$ cat src/rtl/irq_edge_bank.sv
`timescale 1ns/1ps
module irq_edge_bank #(
  parameter int NSRC = 24
) (
  input  logic            clk,
  input  logic            rst_n,
  input  logic [NSRC-1:0] src_in,
  input  logic            bus_sel,
  input  logic            bus_wr,
  input  logic [5:0]      bus_addr,
  input  logic [7:0]      bus_wdata,
  output logic [7:0]      bus_rdata,
  output logic            irq1_n,
  output logic            irq2_n,
  output logic [1:0]      line_sum
);

  localparam int NB = (NSRC + 7) / 8;
  localparam int NE = (2 * NSRC + 7) / 8;
  localparam int SW = 8 * NB;
  localparam int EW = 8 * NE;

  logic [NSRC-1:0]           sync1, sync2, prev, evt;
  logic [2*NSRC-1:0]         edg_q;
  logic [1:0][NSRC-1:0]      st_q, mk_q, pd_q, st_d, mk_d, pd_d, clr, setf;
  logic [1:0][SW-1:0]        stp, mkp;
  logic [EW-1:0]             edgp, elane, ebits;
  logic [SW-1:0]             lane, wbits;
  logic                      cor_q, pdis_q;
  logic [3:0]                slot;

  wire rd   = bus_sel & ~bus_wr;
  wire wr   = bus_sel & bus_wr;
  wire ewin = wr & (bus_addr[5:3] == 3'b100);
  assign slot = bus_addr[5:2];

  always_comb begin
    lane  = '0;
    elane = '0;
    for (int j = 0; j < NB; j++)
      if (bus_addr[1:0] == 2'(j)) lane[8*j +: 8] = 8'hFF;
    for (int j = 0; j < NE; j++)
      if (bus_addr[2:0] == 3'(j)) elane[8*j +: 8] = 8'hFF;
    wbits = lane & {NB{bus_wdata}};
    ebits = elane & {NE{bus_wdata}};
  end

  genvar i;
  for (i = 0; i < NSRC; i++) begin : g_evt
    assign evt[i] = (edg_q[2*i+1] & sync2[i] & ~prev[i]) |
                    (edg_q[2*i]   & ~sync2[i] & prev[i]);
  end

  always_comb begin
    for (int k = 0; k < 2; k++) begin
      clr[k]  = '0;
      setf[k] = '0;
      mk_d[k] = mk_q[k];
      if (cor_q && rd && slot == 4'(1 + 2*k))
        clr[k] = lane[NSRC-1:0];
      if (!cor_q && wr && slot == 4'(1 + 2*k))
        clr[k] = wbits[NSRC-1:0];
      if (wr && slot == 4'(5 + k))
        setf[k] = wbits[NSRC-1:0];
      if (wr && slot == 4'(2 + 2*k))
        mk_d[k] = (mk_q[k] & ~lane[NSRC-1:0]) | wbits[NSRC-1:0];
      st_d[k] = (st_q[k] & ~clr[k]) | evt | setf[k] | (pd_q[k] & clr[k]);
      pd_d[k] = (pd_q[k] & ~clr[k]) |
                (evt & st_q[k] & ~clr[k] & {NSRC{~pdis_q}});
    end
  end

  always_ff @(posedge clk or negedge rst_n) begin
    if (!rst_n) begin
      sync1  <= '0;
      sync2  <= '0;
      prev   <= '0;
      edg_q  <= '0;
      st_q   <= '0;
      mk_q   <= '1;
      pd_q   <= '0;
      cor_q  <= 1'b0;
      pdis_q <= 1'b0;
    end else begin
      sync1 <= src_in;
      sync2 <= sync1;
      prev  <= sync2;
      st_q  <= st_d;
      mk_q  <= mk_d;
      pd_q  <= pd_d;
      if (ewin)
        edg_q <= (edg_q & ~elane[2*NSRC-1:0]) | ebits[2*NSRC-1:0];
      if (wr && bus_addr == 6'h00) begin
        cor_q  <= bus_wdata[0];
        pdis_q <= bus_wdata[1];
      end
    end
  end

  always_comb begin
    stp  = '0;
    mkp  = '0;
    edgp = '0;
    for (int k = 0; k < 2; k++) begin
      stp[k][NSRC-1:0] = st_q[k];
      mkp[k][NSRC-1:0] = mk_q[k];
    end
    edgp[2*NSRC-1:0] = edg_q;
  end

  always_comb begin
    bus_rdata = 8'h00;
    if (slot == 4'd0 && bus_addr[1:0] == 2'd0)
      bus_rdata = {6'b0, pdis_q, cor_q};
    for (int k = 0; k < 2; k++)
      for (int j = 0; j < NB; j++)
        if (bus_addr[1:0] == 2'(j)) begin
          if (slot == 4'(1 + 2*k)) bus_rdata = stp[k][8*j +: 8];
          if (slot == 4'(2 + 2*k)) bus_rdata = mkp[k][8*j +: 8];
        end
    for (int j = 0; j < NE; j++)
      if (bus_addr[5:3] == 3'b100 && bus_addr[2:0] == 3'(j))
        bus_rdata = edgp[8*j +: 8];
  end

  assign line_sum[0] = |(st_q[0] & ~mk_q[0]);
  assign line_sum[1] = |(st_q[1] & ~mk_q[1]);
  assign irq1_n = ~line_sum[0];
  assign irq2_n = ~line_sum[1];

endmodule

$ cat config.mk
export PLATFORM = sky130hd
export DESIGN_NAME = irq_edge_bank
export DESIGN_NICKNAME = d
export VERILOG_FILES = /design/src/rtl/irq_edge_bank.sv
export SDC_FILE = /design/constraint.sdc
export NUM_CORES = 1
export LEC_CHECK = 0
export BUFFER_PORTS_ARGS = -buffer_cell sky130_fd_sc_hd__buf_2
export CORE_MARGIN = 8
export CORE_UTILIZATION = 56
export DETAILED_ROUTE_END_ITERATION = 16
export HOLD_SLACK_MARGIN = 0.06
export PLACE_DENSITY = 0.76
export SYNTH_ARGS = -nofsm -noshare
export SYNTH_HDL_FRONTEND = slang
export SYNTH_SLANG_ARGS = --single-unit
$ cat constraint.sdc
create_clock -name clk -period 1.7 [get_ports clk]
set_input_delay 0.17 -clock clk [delete_from_list [all_inputs] [get_ports clk]]
set_output_delay 0.17 -clock clk [all_outputs]
set_load 0.05 [all_outputs]
# Yosys cells after proc, flatten, opt, wreduce, memory -nomap -nowiden
# Cells that the tools add are included.
[op_classes]
n_eq_ne = 14
muxes = 40
bitwise_logic = 211
reduce_logical = 25
[op_table]
columns = ["operator", "n"]
rows = [
  ["$and 24x24->24", 17],
  ["$mux 8", 33],
  ["$or 24x24->24", 10],
  ["$mux 24", 6],
  ["$not 24->24", 5],
  ["$and 1x1->1", 99],
  ["$and 48x48->48", 2],
  ["$not 1->1", 52],
  ["$not 48->48", 1],
  ["$or 48x48->48", 1],
  ["$reduce_or 24->1", 2],
  ["$or 1x1->1", 24],
  ["$logic_and 1x1->1", 18],
  ["$eq 4x3->1 const B", 3],
  ["$eq 3x3->1 const B", 3],
  ["$eq 4x2->1 const B", 2],
  ["$eq 3x2->1 const B", 2],
  ["$logic_not 6->1", 1],
  ["$eq 4x1->1 const B", 1],
  ["$logic_not 4->1", 1],
  ["$eq 3x1->1 const B", 1],
  ["$logic_not 3->1", 1],
  ["$eq 2x1->1 const B", 1],
  ["$eq 2x2->1 const B", 1],
  ["3 further kinds", 3],
]
[word_totals]
reg_bits = 266
inputBits = 42
out_inout_bits = 12
elab_cells = 302

# Longest topological paths before layout
# Gate-level depths: netlist of the first run.
[depth]
ltp_word = 27
mapped_depth = 9
mapped_depth_nobuf = 6

# Worst setup path after synthesis of the first run
# Ideal clock, no wire load.
[synth_path]
path_kind = "input-to-output"
startpoint = "input port bus_addr[4]"
endpoint = "output port bus_rdata[2]"
arrival_ns = 2.450
required_ns = 1.530
path_slack_ns = -0.920
cell_stages = 8
path_buffers = 2
path_cell_list = "buf_6 -> or4b_1 -> buf_2 -> nor3_2 -> a22oi_1 -> nand2_1 -> a2111oi_0 -> nor3_1"
[synth_via]
elab_chain_cells = 25
word_cells_on_any_way = 35
cone_classes = "5 x eq/ne; 24 x mux; 6 x reduce/logical"
[synth_lines]
columns = ["item", "line_no", "text"]
rows = [
  ["start: declaration", "10", "input logic [5:0] bus_addr,"],
  ["$eq 4x1->1", "118", "if (slot == 4'(1 + 2*k)) bus_rdata = stp[k][8*j +: 8];"],
  ["$mux 8", "118", ""],
  ["$mux 8", "119", "if (slot == 4'(2 + 2*k)) bus_rdata = mkp[k][8*j +: 8];"],
  ["$mux 8", "117", "if (bus_addr[1:0] == 2'(j)) begin"],
  ["$mux 8", "118", ""],
  ["$mux 8", "119", ""],
  ["$mux 8", "117", ""],
  ["$mux 8", "118", ""],
  ["[5 not listed]", "--", ""],
  ["$mux 8", "118", ""],
  ["$mux 8", "119", ""],
  ["$mux 8", "117", ""],
  ["$mux 8", "118", ""],
  ["$mux 8", "119", ""],
  ["$mux 8", "117", ""],
  ["$mux 8 (5 in series)", "122", "if (bus_addr[5:3] == 3'b100 && bus_addr[2:0] == 3'(j))"],
  ["$mux 8 *", "122", ""],
  ["end: declaration", "12", "output logic [7:0] bus_rdata,"],
]
# Every way passes the cells marked *; elsewhere a longest branch is shown, timed or not.

==> out/results.txt, run 1 <==
Fin util = 84.5%
P_leak = 8.37 nW
Largest net degree at the start of global routing = 61
Final design instance area without fill = 18500 um^2
Slew margin rel. = 55.4%
Routed WL per cell = 28.3 um
Comb pwr share = 14.0%
Critical path type = reg2out
Reg2reg setup slack = -0.51 ns
Tcrit/Tclk final = 154%
Die H = 165 um
P&R area growth vs syn = 48.1%
DRT antenna net count = 0
First-pass GRT wire length = 74.6 mm
Final WS setup = -0.914 ns
Initial Util = 57.1%
Placed Cells = 1736
Internal = 11.3 mW
Worst Setup End Kind = output pin
Worst Path Max Fanout = 2
Post-synth ARST share = 100%
Warnings from Yosys = 0
H-Tree Depth = 1
Hold slack = 0.166 ns
DR iter-0 viols = 1502
Post-synth EDFFs = 0
Syn Area/Cell = 10.6 um^2
Die area = 27300 um^2
Status = finished with violations
Number of global-route vias before repair = 12100
Routed WL = 52.3 mm
I/O pins = 54
Gp weighted congestion = 1.05
Switching pwr = 4.24 mW
Clock Tree Buf Depth = 3
Drt pass-1 iters = 5
CTS buffer count = 27
Pre-CTS setup slack = -0.746 ns
Worst-Margin Slew = 0.666 ns
Dpl hpwl = 34.4 mm
Pins Over Slew Limit = 0
Top-area cell type share of the netlist area = 43.7%
Switch share = 27.2%
WP data required = 1.53 ns
Sequential share of power = 46.0%
Initial antenna violation count = 1
Synth area leader = dfrtp_1
#FFs+latches synth = 266
Setup violations, final = 105
Via count = 12200
All-Layer GR Usage = 36.8%
Slowest cell on the critical path = dfstp_2
CP peak stage delay = 0.56 ns
CTS tree = built
R2R depth = 11
Peak supply drop = 0.944 mV
Num rows = 54
FF-to-FF End = st_q[6]
Non-filler cells, final = 1850
Detailed-route DRC error count = 0
Post-synthesis sequential area ratio = 53.8%
Fin nets = 1590
Max Clock Skew = 0.0136 ns
Hold Path Class = in2async
Chip width = 165 um
Fmax achieved = 0.383 GHz
Netlist cell types = 64
Arrival @ worst endpoint = 2.44 ns
Later-pin clock latency in the skew report = 0.57 ns
Top_reg_cell synth = dfrtp_1
Post-synthesis cell count = 1180
Fill cells = 1118
Startpoint types = flop
CP cell instances = mux2_4 -> a22oi_2 -> o221a_2 -> o32ai_4 -> nand3_2 -> o211ai_1 -> buf_4
Area after DPL = 15600 um^2
Number of clock sinks = 266
Tmin final = 2.61 ns
Share of cells above drive strength 1 = 47.7%
Pwr dens = 842 nW/um^2
Clock share of power = 40.0%
Grt total ovfl = 0
Mapped Area = 12500 um^2
Number of vias per cell = 6.57
Failing checks = setup timing
Root Driver = clkbuf_16
CTS clk-pin slew, worst paths = 0.06 ns
R2r startpoint = cor_q
Core Box Area = 21900 um^2
Port bufs = 53
Syn Nets = 1222
RSZ-0062 raised after global routing = yes
Leading post-synthesis cells by cell area = dfrtp_1 44%, dfstp_2 10%, mux2_2 8.2%
Fin. Hold Viols = 0
Crit path capture = bus_rdata[1]
Maxcap violations = 0
cell type report:
type,count,area [um^2],share of cell area (%)
Timing Repair Buffer,400,3600,19.5
Tap cell,280,350,1.89
Sequential cell,266,6720,36.3
Clock inverter,7,128,0.690
Clock buffer,43,776,4.19
Antenna cell,1,2.50,0.0135
Multi-Input combinational cell,776,6630,35.8
Inverter,77,297,1.60
cell families (layout without fill, tap and decap cells):
| kind of cell | Yosys count | count (layout) | synth area share [%] |
|---|---|---|---|
| other cells | 0 | 1 | 0 |
| compound gates | 347 | 347 | 18.5 |
| buf+inv | 138 | 527 | 4.51 |
| flops | 266 | 266 | 53.8 |
| mux | 140 | 140 | 12.1 |
| simple gates | 289 | 289 | 11.1 |
power groups by stage:
stage,clock (mW),sequential [mW],combinational (mW)
after floorplan,0,7.10,0.853
after global placement,0,7.20,1.73
final,6.22,7.16,2.19
after global routing,6.41,7.18,2.29
after CTS,6.19,7.13,1.98
after detailed placement,0,7.22,1.78
critical path: cells and delay by family, from the launching register on:
kind	cells	cell delay (ns)
AOI/OAI and AO/OA	4	0.78
buffers and inverters	1	0.25
DFF	1	0.56
muxes	1	0.16
and+or+nand+nor	1	0.15
stage by stage:
stage,setup TNS [ns],total power [mW]
after detailed placement,-68.74,9.00
after global routing,-33.71,15.9
final,-28.30,15.6
after CTS,-30.99,15.3
after floorplan,-5.35,7.95
after global placement,-61.46,8.94
worst min-delay path by stage:
stage	endpoint	slack, ns	depth (start not counted)
4_1_cts	flop	0.13	4
5_1_grt	pd_q[19]	0.19	3
2_1_floorplan	asynchronous set/reset pin	-0.13	0
3_5_place_dp	pd_q[46]	0.17	1
3_3_place_gp	pd_q[46]	0.16	1
6_report	pd_q[46]	0.17	2
Yosys cell counts (all sizes together), types with 4 or more instances:
library cell / n
a211oi: 7
a32oi: 7
a31oi: 57
and3b: 5
o221ai: 5
mux2: 93
buf: 23
a22o: 5
inv: 77
a22oi: 18
o21ai: 53
a21oi: 72
o22ai: 32
dfrtp: 218
nor4: 4
a211o: 10
nand2: 92
nor3: 14
nor2: 108
nand3: 15
mux2i: 47
o211ai: 46
clkbuf: 38
nor2b: 30
a221oi: 9
dfstp: 48
layout by cell type (no fill, tap or decap), types with 10 or more instances in the layout:
cell and count:
nor2_1 81, buf_12 30, dfstp_2 48, buf_2 39, nor2b_1 10, buf_6 50, o22ai_2 10, dlygate4sd3_1 28
nand2_1 85, mux2_2 82, nor2b_4 18, dfrtp_1 214, clkbuf_1 12, nor2_2 19, mux2i_1 45, clkbuf_16 27
a31oi_1 30, a21oi_1 67, o22ai_1 21, o211ai_1 46, a31oi_4 26, o21ai_4 24, buf_4 245, inv_1 69
nand3_1 11, o21ai_0 23
layer usage:
metal  share of wire, %  GRT usage, %  vias to the layer above
li1                   -             -                     5034
met1                 37          46.8                     6074
met2                 46          58.8                      801
met3                9.3          6.45                      253
met4                7.0          21.0                        0
met5                  0             0                        -
what timing repair did:
action	4_1_cts	5_1_grt
cloned	4	0
pin swaps	56	85
setup buffers	15	32
setup endpoints to repair	80	108
hold buffers	28	0
hold endpoints to repair	281	0
gates resized for setup	144	160
Power figures use the tool's default switching activity.
==> inputs of run 2 (changes only) <==
Settings changed: REMOVE_ABC_BUFFERS set to 1.
==> run 2 against run 1 <==
Net effect: clock power increased by 3%; the run still ends with setup timing left; fmax decreased by 1.1%; critical path type unchanged; final cell count rose by 0.70%; clock-buffer cell count is 2 lower; largest power group unchanged; wire length increased by 4.6%; core utilization about the same.
==> out/results.txt, run 2 (synthesis gave the netlist of run 1 again) <==
Status = finished with violations
Failing checks = setup timing
Detailed-route DRC error count = 0
Number of clock sinks = 266
Share of cells above drive strength 1 = 46.6%
Slew margin rel. = 53.6%
Final WS setup = -0.943 ns
Fin util = 84.5%
Drt pass-1 iters = 5
CP delay by family, top = compound AO/OA/AOI/OAI gates
Worst-Margin Slew = 0.692 ns
Core Box Area = 21900 um^2
Arrival @ worst endpoint = 2.47 ns
Sequential share of power = 45.5%
Fmax achieved = 0.378 GHz
GR Util met3 = 8.63%
First-pass GRT wire length = 79.2 mm
Worst Path Max Fanout = 2
Dpl hpwl = 35.5 mm
Root Driver = clkbuf_16
Number of vias per cell = 6.72
Worst Setup End Kind = output pin
DR iter-0 viols = 1550
Port bufs = 53
Die H = 165 um
DRT antenna net count = 0
CP cell instances = a22oi_2 -> o32a_1 -> a32oi_2 -> buf_4 -> a2111oi_4 -> nor3_2 -> buf_6
Chip width = 165 um
Largest net degree at the start of global routing = 51
Startpoint types = flop
Clock share of power = 40.6%
P&R area growth vs syn = 48.0%
Total power = 15.8 mW
Clock Tree Buf Depth = 3
Setup violations, final = 108
Most frequent cells in the layout = 255 x buf_4, 216 x dfrtp_1, 89 x nand2_1, 89 x mux2_2, 78 x nor2_1
Peak supply drop = 0.943 mV
Routed WL = 54.7 mm
Initial Util = 57.1%
H-Tree Depth = 1
P_leak = 8.39 nW
CTS buffer count = 27
Maxcap violations = 0
Pwr dens = 853 nW/um^2
Met1 Usage GRT = 48.4%
Tmin final = 2.64 ns
Internal = 11.5 mW
CP peak stage delay = 0.53 ns
Number of global-route vias before repair = 13000
Comb pwr share = 13.8%
Final design instance area without fill = 18500 um^2
Switch share = 27.0%
Tcrit/Tclk final = 155%
Ant diodes = 0
Fin. Hold Viols = 0
Gp weighted congestion = 1.02
All-Layer GR Usage = 39.3%
Initial antenna violation count = 1
Switching pwr = 4.25 mW
CTS clk-pin slew, worst paths = 0.07 ns
RSZ-0062 raised after global routing = yes
I/O pins = 54
Met2 GRT Util = 61.1%
Num rows = 54
Fin nets = 1604
CP bufs+invs = 2
Later-pin clock latency in the skew report = 0.57 ns
Pins Over Slew Limit = 0
Die area = 27300 um^2
Hold Path Class = in2async
Critical path type = reg2out
WP data required = 1.53 ns
Most common cell after layout, fill and taps aside = buf_4
Max Clock Skew = 0.0233 ns
Gr busiest metal = met2
Grt total ovfl = 0
Slowest cell on the critical path = dfstp_2
Routed WL per cell = 29.4 um
CTS tree = built
Area after DPL = 15200 um^2
Via count = 12500
## run 2: power by group through the flow
stage / combinational (mW) / clock [mW] / sequential [mW]
final: 2.18 / 6.41 / 7.17
after CTS: 1.99 / 6.37 / 7.14
after detailed placement: 1.73 / 0 / 7.23
after global placement: 1.69 / 0 / 7.22
after global routing: 2.28 / 6.66 / 7.19
after floorplan: 0.691 / 0 / 7.11
## run 2: metrics by stage
step	hold WS, ns	setup slack, ns	instances	setup TNS, ns
4_1_cts	0.136	-0.908	1841	-26.91
5_1_grt	0.177	-0.967	1863	-52.06
3_5_place_dp	0.120	-0.781	1736	-70.29
3_3_place_gp	0.123	-0.770	1736	-66.48
6_report	0.148	-0.943	1863	-48.55
2_1_floorplan	-0.126	-1.31	1119	-73.86
## run 2: layout make-up
type | count | area, um^2
inverters | 77 | 293
multi-input cells | 776 | 6480
fillers | 1120 | 3400
flip-flops and latches | 266 | 6720
repair buffers | 414 | 3710
well taps | 280 | 350
clock inverters | 9 | 166
clock buffers | 41 | 778
## run 2: layer usage
layer	part of all wire, %	wire [um]
met5	0	0
met4	8.6	4710
met2	45	24700
met1	36	19600
met3	10	5720
## run 2: worst paths after layout
check,slack [ns],startpoint,endpoint,cells past startpoint
setup / recovery,-0.94,flop,bus_rdata[2],7
hold / removal,0.15,rst_n,st_q[17],2
setup reg to reg,-0.74,cor_q,st_q[33],10
hold reg to reg,0.35,sync1[14],sync2[14],0
max in group asynchronous,0.90,rst_n,asynchronous set/reset pin,3
min in group clk,0.24,src_in[2],sync1[2],2
## run 2: what timing repair did
action | CTS | global route
hold endpoints to repair | 264 | 0
hold buffers | 27 | 0
resized for setup | 254 | 89
setup endpoints to repair | 104 | 124
cloned | 5 | 0
pin swaps | 93 | 46
setup buffers | 31 | 34
==> inputs of run 3 (changes only) <==
Settings changed: HOLD_SLACK_MARGIN 0.06 to not set, RECOVER_POWER set to 100.
==> run 3 against run 2 <==
Net effect: the run ends with capacitance limit, slew limit, setup timing left; global-route usage hardly changed; core utilization is 0.76 points lower; sequential power hardly changed; die area stayed put; clock power hardly changed; fmax is 0.51% lower; final cell count is 0.38% lower; final area is 0.90% lower; non-clock buffer count is 7 lower; clock skew is 0.0015 ns higher; first-iteration DRC count is 11% lower; clock-buffer cell count stayed put; critical endpoint is now bus_rdata[7]; largest cell class unchanged.
==> out/results.txt, run 3 (synthesis gave the netlist of run 1 again) <==
Status = finished with violations
Startpoint types = input pin
Critical path type = in2out
Pre-CTS setup slack = -0.781 ns
Most common cell after layout, fill and taps aside = buf_4
Die H = 165 um
Area after DPL = 15200 um^2
Number of clock sinks = 266
Routed WL per cell = 29.5 um
Root Driver = clkbuf_16
Failing checks = capacitance limit, slew limit, setup timing
Pwr dens = 859 nW/um^2
Share of cells above drive strength 1 = 46.0%
Chip width = 165 um
CP delay by family, top = compound AO/OA/AOI/OAI gates
Later-pin clock latency in the skew report = 0.57 ns
Maxcap violations = 1
Initial Util = 57.1%
WP data required = 1.53 ns
Grt total ovfl = 0
Fin. Hold Viols = 0
R2r startpoint = cor_q
Fin nets = 1597
Worst-Margin Slew = 1.52 ns
Min-delay src = bus_wdata[1]
Arrival @ worst endpoint = 2.49 ns
I/O pins = 54
Detailed-route DRC error count = 0
Number of vias per cell = 6.68
Most frequent cells in the layout = 240 x buf_4, 216 x dfrtp_1, 89 x nand2_1
Final design instance area without fill = 18300 um^2
Slew margin rel. = -1.30%
Hold Path Class = in2reg
First-pass GRT wire length = 79.3 mm
Drt pass-1 iters = 6
RSZ-0062 raised after global routing = yes
Pins Over Slew Limit = 48
H-Tree Depth = 1
P_leak = 8.33 nW
CTS tree = built
Initial antenna violation count = 0
CTS clk-pin slew, worst paths = 0.06 ns
Worst path depth = 9
CP peak stage delay = 0.45 ns
Tmin final = 2.66 ns
Gp weighted congestion = 1.02
Port bufs = 53
Worst Path Max Fanout = 7
FF-to-FF End = st_q[32]
Number of global-route vias before repair = 13000
Die area = 27300 um^2
Fmax achieved = 0.376 GHz
Final WS setup = -0.956 ns
CP bufs+invs = 3
Slowest cell on the critical path = clkbuf_1
Via count = 12400
Peak supply drop = 0.940 mV
Num rows = 54
Reg2reg setup slack = -0.71 ns
Max Clock Skew = 0.0248 ns
CP cell instances = buf_2 -> and2b_1 -> clkbuf_1 -> nand2_1 -> a32oi_1 -> o22a_1 -> o211ai_1 -> a221o_1 -> buf_6
Fill cells = 1156
Ant diodes = 0
Largest net degree at the start of global routing = 51
Clock Tree Buf Depth = 3
Routed WL = 54.7 mm
DRT antenna net count = 0
CTS buffer count = 27
R2R depth = 9
Tcrit/Tclk final = 156%
DR iter-0 viols = 1373
All-Layer GR Usage = 39.3%
Core Box Area = 21900 um^2
Dpl hpwl = 35.5 mm
Crit path launch = bus_addr[2]
Worst Setup End Kind = output pin
Hold Crit Depth = 3
Setup violations, final = 161
Hold slack = 0.0440 ns
P&R area growth vs syn = 46.7%
-- run 3: metal layers --
| metal | GRT usage [%] | up-vias | wire, um |
|---|---|---|---|
| met4 | 26.3 | 0 | 4490 |
| met2 | 61.6 | 930 | 24700 |
| met5 | 0 | - | 0 |
| met1 | 48.5 | 6137 | 20000 |
| li1 | - | 5041 | - |
| met3 | 8.45 | 283 | 5520 |
-- run 3: how the worst max path moves through the flow --
stage              endpoint  slack (ns)
5_1_grt        bus_rdata[1]       -0.97
3_3_place_gp   bus_rdata[2]       -0.77
3_5_place_dp   bus_rdata[2]       -0.78
6_report       bus_rdata[7]       -0.96
2_1_floorplan  bus_rdata[2]       -1.31
4_1_cts        bus_rdata[2]       -0.91
-- run 3: where the power goes --
group / internal (mW) / leakage [nW] / total (mW) / switching (mW)
clock network: 3.78 / 0.458 / 6.41 / 2.63
logic: 0.907 / 4.99 / 2.16 / 1.25
registers: 6.80 / 2.87 / 7.18 / 0.371
total: 11.5 / 8.33 / 15.7 / 4.25
-- run 3: area by class of cell --
type / count / area, um^2 / share of cell area, %
inverter: 77 / 293 / 1.60
multi-input combinational: 776 / 6460 / 35.3
timing repair buffer: 407 / 3560 / 19.4
clock buffer: 41 / 778 / 4.25
clock inverter: 9 / 166 / 0.908
sequential: 266 / 6720 / 36.7
tap: 280 / 350 / 1.91
-- run 3: per-stage QoR --
step	TNS [ns]	cells	util [%]	total power, mW
after global placement	-66.48	1736	69.3	8.91
after global routing	-57.93	1856	83.7	16.1
after detailed placement	-70.29	1736	69.3	8.96
after floorplan	-73.86	1119	-	7.80
after CTS	-26.91	1840	82.1	15.5
final	-49.48	1856	83.7	15.7
-- run 3: tightest hold or removal path: cells and delay by family --
kind | cells | cell delay (ns)
compound gates | 1 | 0.08
buf+inv | 1 | 0.24
simple gates | 1 | 0.10
-- run 3: timing repair --
item	CTS	global route
setup endpoints to repair	104	123
setup buffers	31	28
gates resized for setup	254	86
gates cloned	5	0
endpoints found under the hold margin	263	0
hold buffers	26	0
pin swaps	93	40
